--- src/rtl/coh_pkg.sv ---
package coh_pkg;
    typedef enum logic [1:0] {LN_INV, LN_SHR, LN_MOD} line_st_e;
    typedef enum logic [2:0] {OP_READ, OP_READX, OP_INVAL, OP_UPDATE, OP_WBACK} bus_op_e;
    typedef enum logic [1:0] {CT_IDLE, CT_BUS, CT_RESP} ctrl_st_e;
endpackage

--- src/rtl/coh_rr_arbiter.sv ---
module coh_rr_arbiter #(
    parameter int N = 3
) (
    input  logic         clk,
    input  logic         rst_n,
    input  logic [N-1:0] req,
    input  logic         last,
    output logic [N-1:0] gnt
);
    localparam int PW = (N > 1) ? $clog2(N) : 1;

    logic [PW-1:0] ptr;
    logic [N-1:0]  pick;
    logic [PW-1:0] pick_idx;
    logic          found;

    always_comb begin
        pick     = '0;
        pick_idx = '0;
        found    = 1'b0;
        for (int i = 0; i < N; i++) begin
            int k;
            k = int'(ptr) + i;
            if (k >= N) k = k - N;
            if (!found && req[k]) begin
                found    = 1'b1;
                pick[k]  = 1'b1;
                pick_idx = PW'(k);
            end
        end
    end

    always_ff @(posedge clk) begin
        if (!rst_n) begin
            gnt <= '0;
            ptr <= '0;
        end else if (gnt != '0) begin
            if (last) gnt <= '0;
        end else if (found) begin
            gnt <= pick;
            ptr <= (int'(pick_idx) == N - 1) ? '0 : pick_idx + 1'b1;
        end
    end

    // grant is one-hot and held until the transaction finishes
    assert_one_grant_R8: assert property (@(posedge clk) disable iff (!rst_n) $onehot0(gnt))
        else $error("grant not one-hot");
    assert_grant_held_R8: assert property (@(posedge clk) disable iff (!rst_n)
        (gnt != '0 && !last) |=> $stable(gnt))
        else $error("grant moved before transaction end");
endmodule

--- src/rtl/coh_cache_ctrl.sv ---
module coh_cache_ctrl
    import coh_pkg::*;
#(
    parameter int AW          = 6,
    parameter int DW          = 8,
    parameter int LINES       = 4,
    parameter bit UPDATE_MODE = 1'b0
) (
    input  logic          clk,
    input  logic          rst_n,
    input  logic          proc_req,
    input  logic          proc_we,
    input  logic [AW-1:0] proc_addr,
    input  logic [DW-1:0] proc_wdata,
    output logic          proc_done,
    output logic [DW-1:0] proc_rdata,
    output logic          bus_req,
    input  logic          bus_gnt,
    output bus_op_e       bus_op,
    output logic [AW-1:0] bus_addr,
    output logic [DW-1:0] bus_wdata,
    input  logic          snp_valid,
    input  bus_op_e       snp_op,
    input  logic [AW-1:0] snp_addr,
    input  logic [DW-1:0] snp_wdata,
    output logic          snp_dirty,
    output logic [DW-1:0] snp_data,
    input  logic [DW-1:0] fill_data
);
    localparam int IW = $clog2(LINES);
    localparam int TW = AW - IW;

    ctrl_st_e      state, state_nx;
    line_st_e      lst   [LINES];
    logic [TW-1:0] ltag  [LINES];
    logic [DW-1:0] ldata [LINES];

    logic          pend_we;
    logic [AW-1:0] pend_addr;
    logic [DW-1:0] pend_wdata;
    logic [DW-1:0] rdata_q;

    logic [AW-1:0] a_addr;
    logic [IW-1:0] a_idx, s_idx;
    logic [TW-1:0] a_tag, s_tag;
    logic          tag_eq, hit, s_hit, clash, is_local, local_go;

    always_comb begin
        a_addr   = (state == CT_IDLE) ? proc_addr : pend_addr;
        a_idx    = a_addr[IW-1:0];
        a_tag    = a_addr[AW-1:IW];
        tag_eq   = (ltag[a_idx] == a_tag);
        hit      = (lst[a_idx] != LN_INV) && tag_eq;
        s_idx    = snp_addr[IW-1:0];
        s_tag    = snp_addr[AW-1:IW];
        s_hit    = snp_valid && (lst[s_idx] != LN_INV) && (ltag[s_idx] == s_tag);
        clash    = snp_valid && (s_idx == a_idx);
        is_local = hit && (!proc_we || (lst[a_idx] == LN_MOD && !UPDATE_MODE));
        local_go = (state == CT_IDLE) && proc_req && is_local && !clash;
    end

    assign snp_dirty = s_hit && (lst[s_idx] == LN_MOD);
    assign snp_data  = ldata[s_idx];

    // bus operation decided while the grant is held, from current line state
    always_comb begin
        bus_addr  = pend_addr;
        bus_wdata = pend_wdata;
        if (lst[a_idx] == LN_MOD && !tag_eq) begin
            bus_op    = OP_WBACK;
            bus_addr  = {ltag[a_idx], a_idx};
            bus_wdata = ldata[a_idx];
        end else if (UPDATE_MODE && pend_we) begin
            bus_op = OP_UPDATE;
        end else if (!pend_we) begin
            bus_op = OP_READ;
        end else if (hit) begin
            bus_op = OP_INVAL;
        end else begin
            bus_op = OP_READX;
        end
    end

    always_comb begin
        state_nx = state;
        unique case (state)
            CT_IDLE: if (proc_req) begin
                if (!is_local)  state_nx = CT_BUS;
                else if (!clash) state_nx = CT_RESP;
            end
            CT_BUS:  if (bus_gnt && bus_op != OP_WBACK) state_nx = CT_RESP;
            CT_RESP: state_nx = CT_IDLE;
            default: state_nx = CT_IDLE;
        endcase
    end

    always_ff @(posedge clk) begin
        if (!rst_n) state <= CT_IDLE;
        else        state <= state_nx;
    end

    always_comb begin
        bus_req    = (state == CT_BUS);
        proc_done  = (state == CT_RESP);
        proc_rdata = rdata_q;
    end

    always_ff @(posedge clk) begin
        if (!rst_n) begin
            pend_we    <= 1'b0;
            pend_addr  <= '0;
            pend_wdata <= '0;
            rdata_q    <= '0;
            for (int i = 0; i < LINES; i++) begin
                lst[i]   <= LN_INV;
                ltag[i]  <= '0;
                ldata[i] <= '0;
            end
        end else begin
            if (state == CT_IDLE && proc_req) begin
                pend_we    <= proc_we;
                pend_addr  <= proc_addr;
                pend_wdata <= proc_wdata;
            end
            if (s_hit) begin
                unique case (snp_op)
                    OP_READ:            if (lst[s_idx] == LN_MOD) lst[s_idx] <= LN_SHR;
                    OP_READX, OP_INVAL: lst[s_idx] <= LN_INV;
                    OP_UPDATE:          ldata[s_idx] <= snp_wdata;
                    default: ;
                endcase
            end
            if (local_go) begin
                if (proc_we) ldata[a_idx] <= proc_wdata;
                else         rdata_q      <= ldata[a_idx];
            end
            if (state == CT_BUS && bus_gnt) begin
                unique case (bus_op)
                    OP_WBACK: lst[a_idx] <= LN_INV;
                    OP_READ: begin
                        lst[a_idx]   <= LN_SHR;
                        ltag[a_idx]  <= a_tag;
                        ldata[a_idx] <= fill_data;
                        rdata_q      <= fill_data;
                    end
                    OP_READX, OP_INVAL: begin
                        lst[a_idx]   <= LN_MOD;
                        ltag[a_idx]  <= a_tag;
                        ldata[a_idx] <= pend_wdata;
                    end
                    OP_UPDATE: begin
                        lst[a_idx]   <= LN_SHR;
                        ltag[a_idx]  <= a_tag;
                        ldata[a_idx] <= pend_wdata;
                    end
                    default: ;
                endcase
            end
        end
    end

    // checker state: remember a snooped invalidating hit
    logic          inv_q;
    logic [AW-1:0] inv_addr_q;
    always_ff @(posedge clk) begin
        if (!rst_n) begin
            inv_q      <= 1'b0;
            inv_addr_q <= '0;
        end else begin
            inv_q      <= s_hit && (snp_op == OP_READX || snp_op == OP_INVAL);
            inv_addr_q <= snp_addr;
        end
    end

    assert_snoop_drop_R3: assert property (@(posedge clk) disable iff (!rst_n)
        inv_q |-> !(lst[inv_addr_q[IW-1:0]] != LN_INV && ltag[inv_addr_q[IW-1:0]] == inv_addr_q[AW-1:IW]))
        else $error("snooped invalidate left a valid copy");

    assert_write_owned_R4: assert property (@(posedge clk) disable iff (!rst_n)
        (state == CT_RESP && pend_we && !UPDATE_MODE) |->
        (lst[pend_addr[IW-1:0]] == LN_MOD && ltag[pend_addr[IW-1:0]] == pend_addr[AW-1:IW]))
        else $error("completed write did not leave line modified");

    for (genvar k = 0; k < LINES; k++) begin : g_upd_chk
        if (UPDATE_MODE) begin : g_on
            assert_update_clean_R7: assert property (@(posedge clk) disable iff (!rst_n)
                lst[k] != LN_MOD)
                else $error("dirty line in update mode");
        end
    end
endmodule

--- src/rtl/snoop_coherence_top.sv ---
module snoop_coherence_top
    import coh_pkg::*;
#(
    parameter int NCACHE      = 3,
    parameter int ADDR_W      = 6,
    parameter int DATA_W      = 8,
    parameter int LINES       = 4,
    parameter bit UPDATE_MODE = 1'b0
) (
    input  logic                     clk,
    input  logic                     rst_n,
    input  logic [NCACHE-1:0]        proc_req,
    input  logic [NCACHE-1:0]        proc_we,
    input  logic [NCACHE*ADDR_W-1:0] proc_addr,
    input  logic [NCACHE*DATA_W-1:0] proc_wdata,
    output logic [NCACHE-1:0]        proc_done,
    output logic [NCACHE*DATA_W-1:0] proc_rdata,
    output logic [NCACHE-1:0]        bus_gnt,
    output logic                     mem_rd_en,
    output logic                     mem_wr_en,
    output logic [ADDR_W-1:0]        mem_addr,
    output logic [DATA_W-1:0]        mem_wdata,
    input  logic [DATA_W-1:0]        mem_rdata
);
    logic [NCACHE-1:0] c_req, c_dirty;
    bus_op_e           c_op    [NCACHE];
    logic [ADDR_W-1:0] c_addr  [NCACHE];
    logic [DATA_W-1:0] c_wdata [NCACHE];
    logic [DATA_W-1:0] c_sdata [NCACHE];

    logic              b_valid, own_any, is_rd;
    bus_op_e           b_op;
    logic [ADDR_W-1:0] b_addr;
    logic [DATA_W-1:0] b_wdata, own_data, fill;

    always_comb begin
        b_valid  = 1'b0;
        b_op     = OP_READ;
        b_addr   = '0;
        b_wdata  = '0;
        own_data = '0;
        for (int i = 0; i < NCACHE; i++) begin
            if (bus_gnt[i]) begin
                b_valid = c_req[i];
                b_op    = c_op[i];
                b_addr  = c_addr[i];
                b_wdata = c_wdata[i];
            end
            if (c_dirty[i]) own_data = c_sdata[i];
        end
        own_any   = |c_dirty;
        is_rd     = (b_op == OP_READ) || (b_op == OP_READX);
        fill      = own_any ? own_data : mem_rdata;
        mem_addr  = b_addr;
        mem_rd_en = b_valid && is_rd && !own_any;
        mem_wr_en = b_valid && ((is_rd && own_any) || b_op == OP_WBACK || b_op == OP_UPDATE);
        mem_wdata = own_any ? own_data : b_wdata;
    end

    coh_rr_arbiter #(.N(NCACHE)) arb_i (
        .clk  (clk),
        .rst_n(rst_n),
        .req  (c_req),
        .last (b_valid),
        .gnt  (bus_gnt)
    );

    for (genvar i = 0; i < NCACHE; i++) begin : g_cache
        coh_cache_ctrl #(
            .AW(ADDR_W), .DW(DATA_W), .LINES(LINES), .UPDATE_MODE(UPDATE_MODE)
        ) ctrl_i (
            .clk       (clk),
            .rst_n     (rst_n),
            .proc_req  (proc_req[i]),
            .proc_we   (proc_we[i]),
            .proc_addr (proc_addr[i*ADDR_W +: ADDR_W]),
            .proc_wdata(proc_wdata[i*DATA_W +: DATA_W]),
            .proc_done (proc_done[i]),
            .proc_rdata(proc_rdata[i*DATA_W +: DATA_W]),
            .bus_req   (c_req[i]),
            .bus_gnt   (bus_gnt[i]),
            .bus_op    (c_op[i]),
            .bus_addr  (c_addr[i]),
            .bus_wdata (c_wdata[i]),
            .snp_valid (b_valid && !bus_gnt[i]),
            .snp_op    (b_op),
            .snp_addr  (b_addr),
            .snp_wdata (b_wdata),
            .snp_dirty (c_dirty[i]),
            .snp_data  (c_sdata[i]),
            .fill_data (fill)
        );
    end

    // never more than one dirty owner answers a bus transaction
    assert_single_owner_R10: assert property (@(posedge clk) disable iff (!rst_n)
        b_valid |-> ($countones(c_dirty) <= 1))
        else $error("two dirty owners on one bus transaction");
endmodule

--- config.mk ---
export PLATFORM = sky130hd
export DESIGN_NAME = snoop_coherence_top
export DESIGN_NICKNAME = d
export VERILOG_FILES = /design/src/rtl/coh_pkg.sv /design/src/rtl/coh_rr_arbiter.sv /design/src/rtl/coh_cache_ctrl.sv /design/src/rtl/snoop_coherence_top.sv
export SDC_FILE = /design/constraint.sdc
export NUM_CORES = 1
export LEC_CHECK = 0
export BUFFER_PORTS_ARGS = -buffer_cell sky130_fd_sc_hd__buf_2
export CORE_UTILIZATION = 35
export CTS_CLUSTER_DIAMETER = 80
export DETAILED_ROUTE_END_ITERATION = 8
export PLACE_DENSITY = 0.55
export SLEW_MARGIN = 10
export SYNTH_ARGS = -nofsm -noshare
export SYNTH_HDL_FRONTEND = slang
export SYNTH_HIERARCHICAL = 1
export SYNTH_SLANG_ARGS = --single-unit
--- constraint.sdc ---
create_clock -name clk -period 15.2 [get_ports clk]
set_input_delay 1.52 -clock clk [delete_from_list [all_inputs] [get_ports clk]]
set_output_delay 1.52 -clock clk [all_outputs]
set_load 0.005 [all_outputs]
==> flow_summary.json <==
{
  "grt_pass1_vias": 13400,
  "setup_tns_ps": 0,
  "post_cts_buffers": 0,
  "synth.distinct_cells": 104,
  "firstDrtPassIters": 5,
  "vias": 14000,
  "core_mm2": 0.0470,
  "drc_errors": 0,
  "grt_use_met1_pct": 33.3,
  "worst_pin_slew_ps": 1240,
  "cts_sinks": 248,
  "postCtsHoldBufs": 0,
  "critPathMaxStageDelay_ps": 820,
  "fillers": 4565,
  "ctsResizeCount": 0,
  "grt_util_met3_pct": 4.00,
  "outcome": "finished clean",
  "dp_hpwl_um": 43600,
  "grt_max_degree": 55,
  "antenna_found_initial": 3,
  "io_pins": 104,
  "avgRoutedWirePerCell_um": 25.8,
  "first_iter_violations": 1624,
  "maxSlewHeadroom_pct": 16.9,
  "setup_violations": 0,
  "fp-row-count": 79,
  "ys.flop_type": "edfxtp_1",
  "port_buffers": 103,
  "initial_core_util_pct": 35.9,
  "antenna_cells": 0,
  "cts-htree-levels": 1,
  "skew_ps": 37.4,
  "numCtsBuffers": 30,
  "drv_cap": 0,
  "die-area_mm2": 0.0490,
  "crit_slowest_cell": "nor3_1",
  "cellPowerDensity_mw_per_mm2": 126,
  "critPathArrivalTime_ps": 8900,
  "synth_area_mm2": 0.0168,
  "synth.yosys.seq_area_share_pct": 39.5,
  "clock_latency_ps": 600,
  "ant_nets": 0,
  "viasPerCell": 6.03,
  "crit_chain": "buf_2 > or3b_1 > nand2_2 > mux2i_1 > xnor2_1 > a41o_1 > nand2_2 > a21oi_1 > a22oi_1 > o21ai_4 > buf_4 > mux4_2 > xnor2_1 > o211ai_1 > nor3_1 > nor2b_1 > a22oi_1 > o21ai_0 > a21o_1 > buf_2",
  "hold_viol": 0,
  "cpLargestDelayFamily": "simple AND/OR/NAND/NOR gates",
  "synthToLayoutAreaGrowth_pct": 12.0,
  "grt_pass1_wl_um": 88700,
  "grt.overflow.total": 0,
  "yosysWarnings": 6,
  "required_ps": 13680,
  "grt_busiest_layer": "met2",
  "critPathLaunchType": "input port",
  "drt-total-wl_um": 60100,
  "die_y_um": 221,
  "cts_root_buf": "clkbuf_16",
  "clkTransAtPathRegs_ps": 60,
  "fp.dieW_um": 221,
  "fmax_mhz": 96.0,
  "cts_tree": "built",
  "holdCritPathClass": "register to register",
  "end_kind": "output pin",
  "drive_gt1_share_pct": 22.0,
  "post-route-period-util_pct": 68.5,
  "synth.net_count": 1696,
  "rsz0062_at_grt": "no",
  "ys_async_sr_fraction_pct": 0,
  "fin_nets": 1761,
  "gr-usage-all-layers_pct": 24.0,
  "final_max_slew_viol_count": 0,
  "synth_edf_count": 168,
  "finalCriticalPeriod_ps": 10420,
  "synth-seq-cells": 248,
  "worst-path-buf-inv": 3,
  "ir_drop_v": 0.000102,
  "syn_avg_cell_area_um2": 10.3,
  "power_leakage_uw": 0.00694,
  "cts_max_path_buffers": 3,
  "syn_inst": 1634,
  "timing.hold.ws_ps": 481,
  "routabilityCongestion": 0.995,
  "worstSetupPathType": "input port to output pin",
  "grt_util_met2_pct": 37.9,
  "path_max_fanout": 44
}
-- layer usage --
metal	share of wire (%)	vias to the layer above
met5	0.027	-
met4	3.5	2
met3	8.5	110
met2	45	704
met1	43	6951
li1	-	6279
-- flip-flops by register name, indices dropped and copies added (netlist names) --
| signal | cells |
|---|---|
| arb_i/gnt | 3 |
| arb_i/ptr | 2 |
| g_cache.ctrl_i/ldata | 96 |
| g_cache.ctrl_i/lst | 24 |
| g_cache.ctrl_i/ltag | 48 |
| g_cache.ctrl_i/pend_addr | 18 |
| g_cache.ctrl_i/pend_wdata | 24 |
| g_cache.ctrl_i/pend_we | 3 |
| g_cache.ctrl_i/proc_rdata | 24 |
| g_cache.ctrl_i/state | 6 |
-- layout make-up --
| class | count | area [µm²] | area share [%] |
|---|---|---|---|
| multi-input combinational | 1262 | 9610 | 50.9 |
| sequential | 248 | 6650 | 35.3 |
| clock buffer | 45 | 908 | 4.82 |
| timing repair buffer | 141 | 803 | 4.26 |
| tap | 607 | 759 | 4.03 |
| clock inverter | 11 | 72.6 | 0.385 |
| inverter | 16 | 60.1 | 0.318 |
-- metrics by stage --
| stage | instances | setup WS, ps | instance area [µm²] | power [µW] | utilization (%) |
|---|---|---|---|---|---|
| after floorplan | 1634 | 6750 | 16800 | 1380 | - |
| after global placement | 2274 | 5160 | 17900 | 1650 | 38.1 |
| after detailed placement | 2274 | 4960 | 17900 | 1650 | 38.1 |
| after CTS | 2330 | 4940 | 18900 | 2370 | 40.2 |
| after global routing | 2330 | 4180 | 18900 | 2460 | 40.2 |
| final | 2330 | 4780 | 18900 | 2370 | 40.2 |
-- layout by cell type, fill, tap and decap left out, types with 45 or more instances in the layout --
cell | synthesis | final
a21boi_0 | 54 | 54
mux4_2 | 69 | 69
dfxtp_1 | 80 | 79
mux2i_1 | 172 | 172
edfxtp_1 | 168 | 168
a21oi_1 | 46 | 46
mux2_2 | 45 | 45
nand2_1 | 284 | 284
nor2_1 | 103 | 102
buf_2 | 29 | 102
-- synth_stat cells (all sizes together), types with 4 or more instances --
| master | n | area [µm²] |
|---|---|---|
| nand2 | 288 | 1090 |
| mux2i | 173 | 1740 |
| edfxtp | 168 | 5040 |
| nor2 | 106 | 405 |
| dfxtp | 80 | 1600 |
| o21ai | 72 | 398 |
| mux4 | 69 | 1550 |
| buf | 63 | 415 |
| a21boi | 62 | 465 |
| a21oi | 51 | 282 |
| mux2 | 50 | 574 |
| clkbuf | 45 | 171 |
| nand3 | 33 | 183 |
| nor3 | 30 | 171 |
| xnor2 | 25 | 219 |
| and3 | 24 | 150 |
| a22oi | 22 | 185 |
| nor2b | 20 | 125 |
| o31ai | 19 | 148 |
| a21o | 18 | 135 |
| or3 | 17 | 111 |
| inv | 16 | 60.1 |
| nand2b | 15 | 93.8 |
| nand4 | 15 | 119 |
| and2 | 14 | 90.1 |
| nor3b | 13 | 109 |
| o211ai | 12 | 95.1 |
| or3b | 11 | 98.9 |
| nand3b | 10 | 75.1 |
| o41ai | 9 | 78.8 |
| a31oi | 7 | 43.8 |
| o311ai | 7 | 61.3 |
| o22ai | 5 | 45.0 |
| a211oi | 4 | 45.1 |
| a41o | 4 | 51.3 |
| ha | 4 | 50.1 |
| nand4b | 4 | 47.6 |
| nor4b | 4 | 53.8 |
| o31a | 4 | 35.0 |
-- power by group --
part | internal [µW] | leakage (µW) | total (µW) | switching, µW
Sequential | 766 | 0.00239 | 815 | 49.5
Clock | 412 | 0.000486 | 716 | 304
Combinational | 305 | 0.00406 | 837 | 532
Total | 1480 | 0.00694 | 2370 | 886
-- worst register-to-register path, delay by kind of cell (launching register included) --
family          cells  cell delay (ps)
flops               1              430
buf+inv             1              720
mux                 5             2050
simple gates        6             2670
xor+xnor            1              170
compound gates      9             2850
-- worst paths after layout --
| kind | from | end | slack [ps] | cells past startpoint |
|---|---|---|---|---|
| min | g_cache[1].ctrl_i/pend_wdata[7]$_SDFFE_PN0P_ | g_cache[1].ctrl_i/pend_wdata[7]$_SDFFE_PN0P_ | 480 | 2 |
| max reg2reg | g_cache[1].ctrl_i/state[0]$_SDFFE_PN0P_ | g_cache[0].ctrl_i/ldata[2][5]$_DFFE_PP_ | 6170 | 22 |
| min reg2reg | g_cache[1].ctrl_i/pend_wdata[7]$_SDFFE_PN0P_ | g_cache[1].ctrl_i/pend_wdata[7]$_SDFFE_PN0P_ | 480 | 2 |
| max | proc_addr[6] | mem_wdata[6] | 4780 | 20 |
-- cell families (layout without fill, tap and decap cells) --
| kind of cell | after synthesis | in the layout | synth area share, % |
|---|---|---|---|
| adder cells (fa/ha/maj) | 4 | 4 | 0.297 |
| XOR/XNOR | 28 | 28 | 1.46 |
| flip-flops | 248 | 248 | 39.5 |
| AO/OA/AOI/OAI | 318 | 318 | 13.6 |
| AND/OR/NAND/NOR | 620 | 620 | 18.3 |
| buffers and inverters | 124 | 213 | 3.84 |
| multiplexers | 292 | 292 | 23.0 |
Note: power is estimated with default switching activity, not from simulation.
